### src/rtl/ext_irq_pkg.sv
package ext_irq_pkg;

  localparam int SEL_W = 5;

  typedef struct packed {
    logic             en;
    logic             falling;
    logic [SEL_W-1:0] sel;
  } slot_cfg_t;

  // byte lane layout: [7] enable, [6] falling edge, [5] reserved, [4:0] select
  function automatic slot_cfg_t byte_to_cfg(input logic [7:0] b);
    slot_cfg_t c;
    c.en      = b[7];
    c.falling = b[6];
    c.sel     = b[SEL_W-1:0];
    return c;
  endfunction

  function automatic logic [7:0] cfg_to_byte(input slot_cfg_t c);
    return {c.en, c.falling, 1'b0, c.sel};
  endfunction

endpackage

### src/rtl/ext_irq_sync.sv
module ext_irq_sync #(
  parameter int W      = 16,
  parameter int STAGES = 2
) (
  input  logic         clk,
  input  logic         rst_n,
  input  logic [W-1:0] d,
  output logic [W-1:0] q
);

  generate
    if (STAGES <= 1) begin : g_single
      always_ff @(posedge clk or negedge rst_n) begin
        if (!rst_n) q <= '0;
        else        q <= d;
      end
    end else begin : g_chain
      logic [STAGES-1:0][W-1:0] stg;
      always_ff @(posedge clk or negedge rst_n) begin
        if (!rst_n) stg <= '0;
        else        stg <= {stg[STAGES-2:0], d};
      end
      assign q = stg[STAGES-1];
    end
  endgenerate

endmodule

### src/rtl/ext_irq_regs.sv
module ext_irq_regs
  import ext_irq_pkg::*;
#(
  parameter int NUM_SLOTS = 8,
  parameter int DATA_W    = 32,
  parameter int ADDR_W    = 3
) (
  input  logic                        clk,
  input  logic                        rst_n,
  input  logic                        wr_en,
  input  logic [ADDR_W-1:0]           wr_addr,
  input  logic [DATA_W-1:0]           wr_data,
  input  logic [ADDR_W-1:0]           rd_addr,
  input  logic [NUM_SLOTS-1:0]        raw_stat,
  output slot_cfg_t [NUM_SLOTS-1:0]   cfg_q,
  output slot_cfg_t [NUM_SLOTS-1:0]   cfg_next,
  output logic [NUM_SLOTS-1:0]        mask_q,
  output logic                        clr_wr,
  output logic [DATA_W-1:0]           rd_data
);

  localparam int LANES     = DATA_W / 8;
  localparam int CFG_WORDS = (NUM_SLOTS + LANES - 1) / LANES;
  localparam logic [ADDR_W-1:0] A_MASK  = ADDR_W'(CFG_WORDS);
  localparam logic [ADDR_W-1:0] A_CLEAR = ADDR_W'(CFG_WORDS + 1);
  localparam logic [ADDR_W-1:0] A_RAW   = ADDR_W'(CFG_WORDS + 2);
  localparam logic [ADDR_W-1:0] A_MSKD  = ADDR_W'(CFG_WORDS + 3);

  always_comb begin
    for (int s = 0; s < NUM_SLOTS; s++) begin
      if (wr_en && wr_addr == ADDR_W'(s / LANES))
        cfg_next[s] = byte_to_cfg(wr_data[(s % LANES)*8 +: 8]);
      else
        cfg_next[s] = cfg_q[s];
    end
  end

  assign clr_wr = wr_en && (wr_addr == A_CLEAR);

  always_ff @(posedge clk or negedge rst_n) begin
    if (!rst_n) begin
      cfg_q  <= '0;
      mask_q <= '0;
    end else begin
      cfg_q <= cfg_next;
      if (wr_en && wr_addr == A_MASK)
        mask_q <= wr_data[NUM_SLOTS-1:0];
    end
  end

  always_comb begin
    rd_data = '0;
    for (int s = 0; s < NUM_SLOTS; s++) begin
      if (rd_addr == ADDR_W'(s / LANES))
        rd_data[(s % LANES)*8 +: 8] = cfg_to_byte(cfg_q[s]);
    end
    if (rd_addr == A_MASK) rd_data[NUM_SLOTS-1:0] = mask_q;
    if (rd_addr == A_RAW)  rd_data[NUM_SLOTS-1:0] = raw_stat;
    if (rd_addr == A_MSKD) rd_data[NUM_SLOTS-1:0] = raw_stat & mask_q;
  end

endmodule

### src/rtl/ext_irq_slot.sv
module ext_irq_slot
  import ext_irq_pkg::*;
#(
  parameter int NUM_PINS = 16
) (
  input  logic                clk,
  input  logic                rst_n,
  input  logic [NUM_PINS-1:0] pins_sync,
  input  slot_cfg_t           cfg_q,
  input  slot_cfg_t           cfg_next,
  input  logic                clr,
  output logic                raw,
  output logic                edge_evt,
  output logic                sel_ok
);

  localparam int IDX_W = (NUM_PINS > 1) ? $clog2(NUM_PINS) : 1;
  localparam logic [SEL_W:0] PIN_LIM = (SEL_W+1)'(NUM_PINS);

  function automatic logic pick(input slot_cfg_t c, input logic [NUM_PINS-1:0] p);
    if ({1'b0, c.sel} < PIN_LIM) return p[c.sel[IDX_W-1:0]];
    return 1'b0;
  endfunction

  logic prev_q, raw_q, cur, nxt, rose_s, fell_s;

  assign cur      = pick(cfg_q, pins_sync);
  assign nxt      = pick(cfg_next, pins_sync);
  assign sel_ok   = {1'b0, cfg_q.sel} < PIN_LIM;
  assign rose_s   = ~prev_q & cur;
  assign fell_s   = prev_q & ~cur;
  assign edge_evt = cfg_q.en & (cfg_q.falling ? fell_s : rose_s);
  assign raw      = raw_q;

  // previous sample follows the selection that will be in force next cycle,
  // so reconfiguration never compares against a different pin
  always_ff @(posedge clk or negedge rst_n) begin
    if (!rst_n) begin
      prev_q <= 1'b0;
      raw_q  <= 1'b0;
    end else begin
      prev_q <= nxt;
      raw_q  <= edge_evt | (raw_q & ~clr);
    end
  end

endmodule

### src/rtl/ext_irq_router.sv
module ext_irq_router
  import ext_irq_pkg::*;
#(
  parameter  int NUM_PINS  = 16,
  parameter  int NUM_SLOTS = 8,
  parameter  int DATA_W    = 32,
  parameter  int SYNC_STG  = 2,
  localparam int LANES     = DATA_W / 8,
  localparam int CFG_WORDS = (NUM_SLOTS + LANES - 1) / LANES,
  localparam int ADDR_W    = $clog2(CFG_WORDS + 4)
) (
  input  logic                clk,
  input  logic                rst_n,
  input  logic [NUM_PINS-1:0] ext_pins,
  input  logic                wr_en,
  input  logic [ADDR_W-1:0]   wr_addr,
  input  logic [DATA_W-1:0]   wr_data,
  input  logic [ADDR_W-1:0]   rd_addr,
  output logic [DATA_W-1:0]   rd_data,
  output logic                irq_dedicated,
  output logic                irq_shared
);

  logic [NUM_PINS-1:0]      pins_sync;
  slot_cfg_t [NUM_SLOTS-1:0] cfg_q, cfg_next;
  logic [NUM_SLOTS-1:0]     mask_q, raw_stat, edge_evt, slot_en, slot_sel_ok;
  logic [NUM_SLOTS-1:0]     masked_stat;
  logic                     clr_wr;

  ext_irq_sync #(.W(NUM_PINS), .STAGES(SYNC_STG)) u_sync (
    .clk(clk), .rst_n(rst_n), .d(ext_pins), .q(pins_sync)
  );

  ext_irq_regs #(.NUM_SLOTS(NUM_SLOTS), .DATA_W(DATA_W), .ADDR_W(ADDR_W)) u_regs (
    .clk(clk), .rst_n(rst_n),
    .wr_en(wr_en), .wr_addr(wr_addr), .wr_data(wr_data),
    .rd_addr(rd_addr), .raw_stat(raw_stat),
    .cfg_q(cfg_q), .cfg_next(cfg_next), .mask_q(mask_q),
    .clr_wr(clr_wr), .rd_data(rd_data)
  );

  generate
    for (genvar i = 0; i < NUM_SLOTS; i++) begin : g_slot
      ext_irq_slot #(.NUM_PINS(NUM_PINS)) u_slot (
        .clk(clk), .rst_n(rst_n), .pins_sync(pins_sync),
        .cfg_q(cfg_q[i]), .cfg_next(cfg_next[i]),
        .clr(clr_wr & wr_data[i]),
        .raw(raw_stat[i]), .edge_evt(edge_evt[i]), .sel_ok(slot_sel_ok[i])
      );
      assign slot_en[i] = cfg_q[i].en;
    end
  endgenerate

  assign masked_stat   = raw_stat & mask_q;
  assign irq_dedicated = masked_stat[0];
  assign irq_shared    = |masked_stat[NUM_SLOTS-1:1];

endmodule

### config.mk
export PLATFORM = sky130hd
export DESIGN_NAME = ext_irq_router
export DESIGN_NICKNAME = d
export VERILOG_FILES = /design/src/rtl/ext_irq_pkg.sv /design/src/rtl/ext_irq_sync.sv /design/src/rtl/ext_irq_regs.sv /design/src/rtl/ext_irq_slot.sv /design/src/rtl/ext_irq_router.sv
export SDC_FILE = /design/constraint.sdc
export NUM_CORES = 1
export LEC_CHECK = 0
export BUFFER_PORTS_ARGS = -buffer_cell sky130_fd_sc_hd__buf_2
export CORE_AREA = 4 4 112 135
export CTS_CLUSTER_SIZE = 8
export DETAILED_ROUTE_END_ITERATION = 8
export DIE_AREA = 0 0 116 139
export PLACE_DENSITY = 0.87
export SETUP_SLACK_MARGIN = 0.4
export SLEW_MARGIN = 20
export SYNTH_ARGS = -nofsm -noshare
export SYNTH_HDL_FRONTEND = slang
export SYNTH_SLANG_ARGS = --single-unit
export TNS_END_PERCENT = 5
### constraint.sdc
create_clock -name clk -period 2.74 [get_ports clk]
set_input_delay 0.822 -clock clk [delete_from_list [all_inputs] [get_ports clk]]
set_output_delay 0.822 -clock clk [all_outputs]
set_load 0.005 [all_outputs]
==> impl_metrics.tcl, run 1 <==
set metrics [dict create \
    status "finished, final reports clean" \
    irDropWorstVdd_mv 0.456 \
    power_density_nw_per_um2 670 \
    critPathRequiredTime_ns 1.92 \
    critPathTopFamily "compound AO/OA/AOI/OAI gates" \
    grt_usage_pct 24.4 \
    fin_skew_ns 0.0103 \
    fp.dieW_um 116 \
    cap_violations 0 \
    cp_max_fo 5 \
    drt_iter0_markers 687 \
    netlist_instances 682 \
    fp.coreArea_um2 13800 \
    drive_above_1_share_pct 32.2 \
    cts_root_buf "clkbuf_16" \
    antenna_left 0 \
    htree_num_levels 3 \
    via_per_inst 6.44 \
    cp_cell_sequence "buf_12, buf_4, o21bai_1, a221oi_2, buf_2" \
    synthDistinctLibCells 50 \
    die-area_um2 16100 \
    synth_flop_cell "dfrtp_1" \
    path_class "primary input to output pin" \
    dp_hpwl_mm 13.8 \
    ioPinCount 91 \
    nNetsFinal 823 \
    seq_area_frac_synth_pct 39.2 \
    slowest_delay_ns 0.31 \
    reg2regPathDepth 5 \
    startpoint_type "primary input" \
    power_leakage_nw 3.65 \
    diodes 0 \
    clock_latency_ns 0.36 \
    place_congestion 0.949 \
    gr-total-overflow 0 \
    initial_core_util_pct 51.9 \
    end_kind "output pin" \
    fin_setup_tns_ns 0 \
    rows 47 \
    tightest_slew_ns 0.669 \
    firstDrtPassIters 5 \
    remaining_drc_errors 0 \
    period_minus_slack_ns 2.55 \
    finalPower_mw 5.61 \
    synth_warnings 0 \
    io_buffers 84 \
    cts_buffers 9 \
    cts.sinks 112 \
    drv_slew 0 \
    cp_slowest_cell "a221oi_2" \
    wl_per_cell_um 20.8 \
    grt_start_max_net_pins 57 \
    dp.cells 918 \
    critical_path_buf_inv_count 3 \
    hp-class "flop to flop" \
    timing.final.crit_share_pct 92.9 \
    max_slew_margin_pct 55.4 \
    syn2layout_area_growth_pct 17.1 \
    syn_avg_cell_area_um2 10.5 \
    r2r_start "u_sync.q[2]" \
    arrival_ns 1.72 \
    crit_cells 5 \
    synth-edff-count 0 \
    grt_pass1_wl_mm 30.7 \
    cts_tree "built" \
    ctsHoldBuffers 0 \
    wirelength_mm 19.6 \
    die_height_um 139 \
    whs_path_depth 0 \
    cp-startpoint "rd_addr[2]" \
    cts_buffer_depth 2 \
    clkTransAtPathRegs_ns 0.07 \
    fin_cells 942 \
    async_flop_share_pct 100 \
    hp-start "u_sync.g_chain.stg[7]" \
    syn_area_um2 7150 \
    antenna_found_initial 0 \
    n_fill_cell 1123 \
    fmax_mhz 393 \
    setup-violations-final 0 \
    synth_seq_cells 112 \
    grt_pass1_vias 5886 \
    hold_violations 0 \
    rsz0062_at_grt "true" \
    vias 6069 \
]
-- cell usage after synthesis, types with 11 or more instances --
cell type  number  share of area (%)
clkbuf_1       37                1.9
a21oi_1        22                1.5
a22oi_1        16                1.7
inv_1          21                1.1
nand3_1        16                1.1
nor3_1         11               0.77
mux4_2         29                9.1
nor2_1         53                2.8
a22o_1         25                3.1
mux2_2         49                7.7
o21ai_0        23                1.6
buf_2          13               0.91
nor2b_1        15                1.3
mux2i_1        73                 10
nand2_1        52                2.7
dfrtp_1       112                 39
-- final cells by class --
class	count	area, um^2	area share [%]
clock buffer	10	239	2.86
clock inverter	6	51.3	0.613
inverter	24	97.6	1.17
multi-input combinational	489	4050	48.4
sequential	112	2800	33.5
tap	171	214	2.56
timing repair buffer	130	915	10.9
-- cell families after synthesis --
family | Yosys count | share of synthesized area [%]
and+or+nand+nor | 179 | 12.1
muxes | 157 | 28.6
AOI/OAI and AO/OA | 150 | 14.8
DFF | 112 | 39.2
buffers and inverters | 83 | 5.22
other | 1 | 0.0525
-- through the flow --
| stage | hold WS [ns] | utilization, % | setup WS [ns] | cell area [um^2] |
|---|---|---|---|---|
| after global placement | 0.331 | 57.4 | 0.0790 | 7900 |
| after floorplan | 0.331 | - | 0.278 | 7250 |
| after detailed placement | 0.335 | 57.4 | 0.0329 | 7900 |
| final | 0.350 | 60.8 | 0.194 | 8370 |
| after CTS | 0.351 | 60.2 | 0.222 | 8290 |
| after global routing | 0.365 | 60.8 | 0.168 | 8370 |
-- timing repair --
action,CTS,global route
pin swaps,4,4
setup buffers,3,3
setup endpoints to repair,29,37
gates resized for setup,21,9
gates cloned,1,1
-- routing by layer --
layer / track usage (%) / routed length (um) / share of wire (%) / vias up
met4: 11.8 / 818 / 4.2 / 0
li1: - / - / - / 2709
met2: 39.2 / 9790 / 50 / 334
met1: 32.0 / 7410 / 38 / 2956
met5: 0 / 0 / 0 / -
met3: 3.75 / 1600 / 8.1 / 70
-- cells in the final DEF, fill, tap and decap left out, types with 6 or more instances in the layout --
cell / n
nor2_1: 50
buf_4: 33
o21ai_1: 6
nor3_1: 9
nand2b_1: 8
inv_1: 20
buf_12: 7
o31ai_1: 10
nor2b_1: 15
buf_2: 80
clkbuf_16: 10
dfrtp_1: 111
nand4_1: 9
buf_6: 9
a22oi_1: 16
nand2_1: 52
o21ai_0: 22
mux4_2: 29
mux2_2: 49
a22o_1: 25
nand3_1: 16
a21o_1: 6
a21oi_1: 22
mux2i_1: 72
-- state kept, by name, summed over array words and instances, names as in the netlist --
register              count
u_regs.cfg_q             56
g_slot.u_slot.raw         8
u_regs.mask_q             8
u_sync.q                 16
u_sync.g_chain.stg       16
g_slot.u_slot.prev_q      8
-- final timing paths --
path / to / slack, ns
max in group asynchronous: u_regs.cfg_q[0] / 2.01
max reg2reg: g_slot[6].u_slot.raw / 0.48
min in group asynchronous: g_slot[6].u_slot.prev_q / 0.46
min reg2reg: u_sync.q[7] / 0.35
max: rd_data[7] / 0.19
min: u_sync.q[7] / 0.35
-- report_power, final --
part	switching [mW]	leakage (nW)	internal [mW]	total (mW)
clock	0.644	0.133	0.653	1.30
sequential	0.485	1.32	1.98	2.46
combinational	0.860	2.19	0.985	1.85
total	1.99	3.65	3.62	5.61
-- worst register-to-register path, delay by kind of cell (launching register included) --
kind	cells	cell delay, ns
mux	2	0.81
compound gates	2	0.68
flops	1	0.62
simple gates	1	0.09
Note: power is estimated with default switching activity, not from simulation.
==> inputs of run 2 (changes only) <==
--- a/config.mk
+++ b/config.mk
@@ -13,3 +13,5 @@
 export PLACE_DENSITY = 0.87
+export RECOVER_POWER = 100
 export SETUP_SLACK_MARGIN = 0.4
+export SKIP_LAST_GASP = 1
 export SLEW_MARGIN = 20
==> constraint.sdc (replaced) <==
create_clock -name clk -period 2.74 [get_ports clk]
set_input_delay 0.411 -clock clk [delete_from_list [all_inputs] [get_ports clk]]
set_output_delay 0.411 -clock clk [all_outputs]
set_load 0.005 [all_outputs]
==> impl_metrics.tcl, run 2 (same netlist as run 1, synthesis figures left out) <==
set metrics [dict create \
    status "finished, final reports clean" \
    fp.dieW_um 116 \
    drt_iter0_markers 609 \
    drv_slew 0 \
    end_kind "output pin" \
    antenna_found_initial 0 \
    fin_skew_ns 0.00709 \
    die_height_um 139 \
    ioPinCount 91 \
    max_slew_margin_pct 20.2 \
    via_per_inst 6.54 \
    nNetsFinal 793 \
    top_regs "u_regs.cfg_q: 56 flops, u_sync.g_chain.stg: 16 flops, u_sync.q: 16 flops" \
    firstDrtPassIters 6 \
    cts_root_buf "clkbuf_16" \
    cts_buffers 9 \
    hp-class "primary input to flop" \
    post_cts_buffers 0 \
    vias 5960 \
    clock_latency_ns 0.37 \
    grt_pass1_wl_mm 29.6 \
    grt_pass1_vias 5887 \
    antenna_left 0 \
    cp_max_fo 21 \
    regMostFlops "u_regs.cfg_q" \
    grt_usage_pct 23.5 \
    cp_cell_sequence "buf_2, inv_1, nor3_2, clkbuf_2, a22o_1, clkbuf_1" \
    final_common_cell "dfrtp_1" \
    wirelength_mm 18.5 \
    fp.coreArea_um2 13800 \
    irDropWorstVdd_mv 0.535 \
    fmax_mhz 414 \
    arrival_ns 2.00 \
    timing.final.crit_share_pct 88.1 \
    htree_num_levels 3 \
    cts.sinks 112 \
    largest_reg_flops 56 \
    rows 47 \
    dp_hpwl_mm 12.7 \
    clkTransAtPathRegs_ns 0.08 \
    final_cell_mix "dfrtp_1, mux2i_1, buf_2" \
    ctsHoldBuffers 0 \
    final_util_pct 57.4 \
    cts_tree "built" \
    drive_above_1_share_pct 22.4 \
    syn2layout_area_growth_pct 10.4 \
    fin_setup_tns_ns 0 \
    path_class "primary input to output pin" \
    grt_start_max_net_pins 63 \
    place_congestion 0.921 \
    rsz0062_at_grt "true" \
    remaining_drc_errors 0 \
    power_leakage_nw 3.36 \
    critPathRequiredTime_ns 2.33 \
    io_buffers 84 \
    power_density_nw_per_um2 709 \
    gr-total-overflow 0 \
    die-area_um2 16100 \
    cts_buffer_depth 2 \
    dpl_worst_slack_ns 0.376 \
    diodes 0 \
    hold_violations 0 \
    tightest_slew_ns 1.20 \
    startpoint_type "primary input" \
    wl_per_cell_um 20.3 \
    initial_core_util_pct 51.9 \
    cap_violations 0 \
    period_minus_slack_ns 2.41 \
    setup-violations-final 0 \
    cp_slowest_cell "clkbuf_2" \
    slowest_delay_ns 0.51 \
    worst_slack_ns 0.325 \
]
==> run 2: cell count changes in the layout (fill, tap and decap cells not counted), moves of 3 or more <==
cell / change
buf_12: -5
buf_2: -19
buf_4: -27
buf_6: -9
clkbuf_1: +27
clkbuf_2: +3
mux2_1: +11
mux2_2: -10
mux2i_1: +3
mux2i_4: -3
nor2_1: +3
o21ai_0: +4
o21ai_1: -4
==> run 2: path summary, 6_finish.rpt <==
path / start / depth (start not counted) / slack [ns] / to
max: rd_addr[0] / 6 / 0.33 / rd_data[18]
min: ext_pins[11] / 1 / 0.14 / u_sync.g_chain.stg[11]
min reg2reg: u_sync.g_chain.stg[7] / 0 / 0.35 / u_sync.q[7]
max reg2reg: u_sync.q[3] / 6 / 0.47 / g_slot[6].u_slot.raw
max in group asynchronous: rst_n / 2 / 0.87 / g_slot[3].u_slot.raw
min in group asynchronous: rst_n / 1 / 0.28 / u_sync.g_chain.stg[13]
==> run 2: worst max-delay path: cells and delay by family <==
| kind | cells | cell delay [ns] |
|---|---|---|
| AOI/OAI and AO/OA | 1 | 0.25 |
| buffers and inverters | 4 | 1.13 |
| and+or+nand+nor | 1 | 0.19 |
==> run 2: final cells by class <==
class                      instances  area [um^2]
multi-input combinational        489         3950
fill                            1219         5870
sequential                       112         2800
clock buffer                       9          225
clock inverter                     7          101
tap                              171          214
inverter                          24         90.1
timing repair buffer             100          514
==> run 2: report_power, final <==
part | internal [mW] | total (mW) | switching, mW
combinational | 0.883 | 1.69 | 0.807
sequential | 1.98 | 2.46 | 0.476
clock | 0.812 | 1.45 | 0.636
==> run 2: routing by layer <==
metal / global-route usage [%] / vias to the layer above / part of all wire, %
li1: - / 2636 / -
met1: 29.4 / 2957 / 39
met2: 39.4 / 299 / 49
met5: 0 / - / 0
met4: 9.84 / 0 / 3.7
met3: 4.80 / 68 / 8.1
==> run 2: per-stage QoR <==
stage | area [um^2] | instances | total power, mW | hold slack [ns]
floorplan | 7160 | 684 | 3.71 | 0.115
global placement | 7680 | 896 | 4.12 | 0.332
detailed placement | 7680 | 896 | 4.20 | 0.335
CTS | 8000 | 912 | 5.65 | 0.0729
global route | 7890 | 912 | 5.92 | 0.132
finish | 7890 | 912 | 5.59 | 0.140
==> run 2: timing repair <==
action,in CTS,in global routing
gates resized for setup,0,1
setup endpoints to repair,0,7
hold endpoints to repair,0,0
==> inputs of run 3 (changes only) <==
Settings changed: ABC_AREA set to 0, SETUP_SLACK_MARGIN 0.4 to not set.
==> impl_metrics.tcl, run 3 (same netlist as run 1, synthesis figures left out) <==
set metrics [dict create \
    status "finished, final reports clean" \
    tightest_slew_ns 1.19 \
    cts_buffer_depth 2 \
    io_buffers 84 \
    drt_iter0_markers 673 \
    largest_reg_flops 56 \
    irDropWorstVdd_mv 0.534 \
    wl_per_cell_um 20.2 \
    n_fill_cell 1223 \
    clockPowerShare_pct 25.9 \
    hold_violations 0 \
    seqPwrFrac_pct 43.9 \
    clock_latency_ns 0.37 \
    cp_slowest_cell "clkbuf_2" \
    seq_area_um2 2800 \
    period_minus_slack_ns 2.43 \
    dp_hpwl_mm 12.7 \
    fmax_mhz 412 \
    cp_max_fo 21 \
    critPathRequiredTime_ns 2.33 \
    slowest_delay_ns 0.51 \
    via_per_inst 6.47 \
    syn2layout_area_growth_pct 10.1 \
    grt_usage_pct 23.5 \
    fin_setup_tns_ns 0 \
    regMostFlops "u_regs.cfg_q" \
    fp.dieW_um 116 \
    vias 5900 \
    die-area_um2 16100 \
    antenna_found_initial 0 \
    post_cts_buffers 0 \
    drv_slew 0 \
    setup-violations-final 0 \
    clkTransAtPathRegs_ns 0.08 \
    critical_path_buf_inv_count 4 \
    antenna_left 0 \
    critPathTopFamily "buffers and inverters" \
    die_height_um 139 \
    cts_root_buf "clkbuf_16" \
    drive_above_1_share_pct 21.7 \
    grt_pass1_vias 5887 \
    cts_buffers 9 \
    diodes 0 \
    rsz0062_at_grt "false" \
    final_cell_mix "dfrtp_1, mux2i_1, buf_2" \
    switchingPower_mw 1.92 \
    power_frac_comb_pct 30.2 \
    end_kind "output pin" \
    remaining_drc_errors 0 \
    multiInputGateArea_um2 3930 \
    gr-total-overflow 0 \
    cts.sinks 112 \
    final_common_cell "dfrtp_1" \
    timing.final.crit_share_pct 88.6 \
    grt_pass1_wl_mm 29.6 \
    arrival_ns 2.02 \
    p_int_mw 3.67 \
    nNetsFinal 793 \
    initial_core_util_pct 51.9 \
    ioPinCount 91 \
    cts.repair.resized 0 \
    cp_cell_sequence "buf_2, inv_1, nor3_1, clkbuf_2, a22o_1, clkbuf_1" \
    cap_violations 0 \
    grt_start_max_net_pins 63 \
    max_slew_margin_pct 20.8 \
    firstDrtPassIters 5 \
    startpoint_type "primary input" \
    fin_skew_ns 0.00704 \
    sw_frac_of_total_pct 34.3 \
    place_congestion 0.921 \
    cts_tree "built" \
    finalPower_mw 5.59 \
    wirelength_mm 18.5 \
    power_leakage_nw 3.35 \
    hp-class "primary input to flop" \
    htree_num_levels 3 \
    top_regs "u_regs.cfg_q: 56 flops, u_sync.g_chain.stg: 16 flops, u_sync.q: 16 flops" \
    rows 47 \
    power_density_nw_per_um2 710 \
    fp.coreArea_um2 13800 \
    path_class "primary input to output pin" \
    ctsHoldBuffers 0 \
]
## run 3: path summary, 6_finish.rpt
path	from	end	slack, ns	cells after the start
min in group asynchronous	rst_n	u_sync.g_chain.stg[13]	0.28	1
max in group asynchronous	rst_n	g_slot[3].u_slot.raw	0.88	2
hold / removal	ext_pins[11]	u_sync.g_chain.stg[11]	0.14	1
setup reg to reg	u_sync.q[3]	g_slot[6].u_slot.raw	0.50	6
hold reg to reg	u_sync.g_chain.stg[7]	u_sync.q[7]	0.35	0
setup / recovery	rd_addr[0]	rd_data[17]	0.31	6
## run 3: area by class of cell
| type | count | area share (%) |
|---|---|---|
| flip-flops and latches | 112 | 35.6 |
| inverters | 24 | 1.14 |
| clock inverters | 7 | 1.29 |
| repair buffers | 100 | 6.52 |
| well taps | 171 | 2.72 |
| multi-input cells | 489 | 49.9 |
| clock buffers | 9 | 2.86 |
## run 3: power by group through the flow
stage / registers (mW) / clock network [mW] / logic (mW)
after floorplan: 2.21 / 0 / 1.49
after global placement: 2.46 / 0 / 1.66
after detailed placement: 2.49 / 0 / 1.71
after CTS: 2.45 / 1.48 / 1.72
after global routing: 2.51 / 1.54 / 1.86
final: 2.45 / 1.45 / 1.68
## run 3: stage by stage
| stage | cells | area (um^2) | hold WS [ns] | setup WS (ns) | utilization [%] |
|---|---|---|---|---|---|
| detailed placement | 896 | 7680 | 0.335 | 0.376 | 55.8 |
| finish | 912 | 7870 | 0.141 | 0.313 | 57.2 |
| CTS | 912 | 8000 | 0.0729 | 0.475 | 58.2 |
| floorplan | 684 | 7160 | 0.115 | 0.669 | - |
| global placement | 896 | 7680 | 0.332 | 0.397 | 55.8 |
| global route | 912 | 7870 | 0.132 | 0.165 | 57.2 |
## run 3: layer usage
metal,vias up,wire length (um),track usage (%)
met5,-,0,0
met4,0,631,9.84
met3,60,1590,4.80
met2,311,9080,39.4
met1,2892,7150,29.4
li1,2637,-,-
## run 3: worst reg2reg max path: stages (launching register included)
cell and delay, ns:
dfrtp_1 0.61, mux4_2 0.57, mux2i_1 0.23, nor3_1 0.10, o21ai_0 0.20, o31ai_1 0.16
a22o_1 0.25
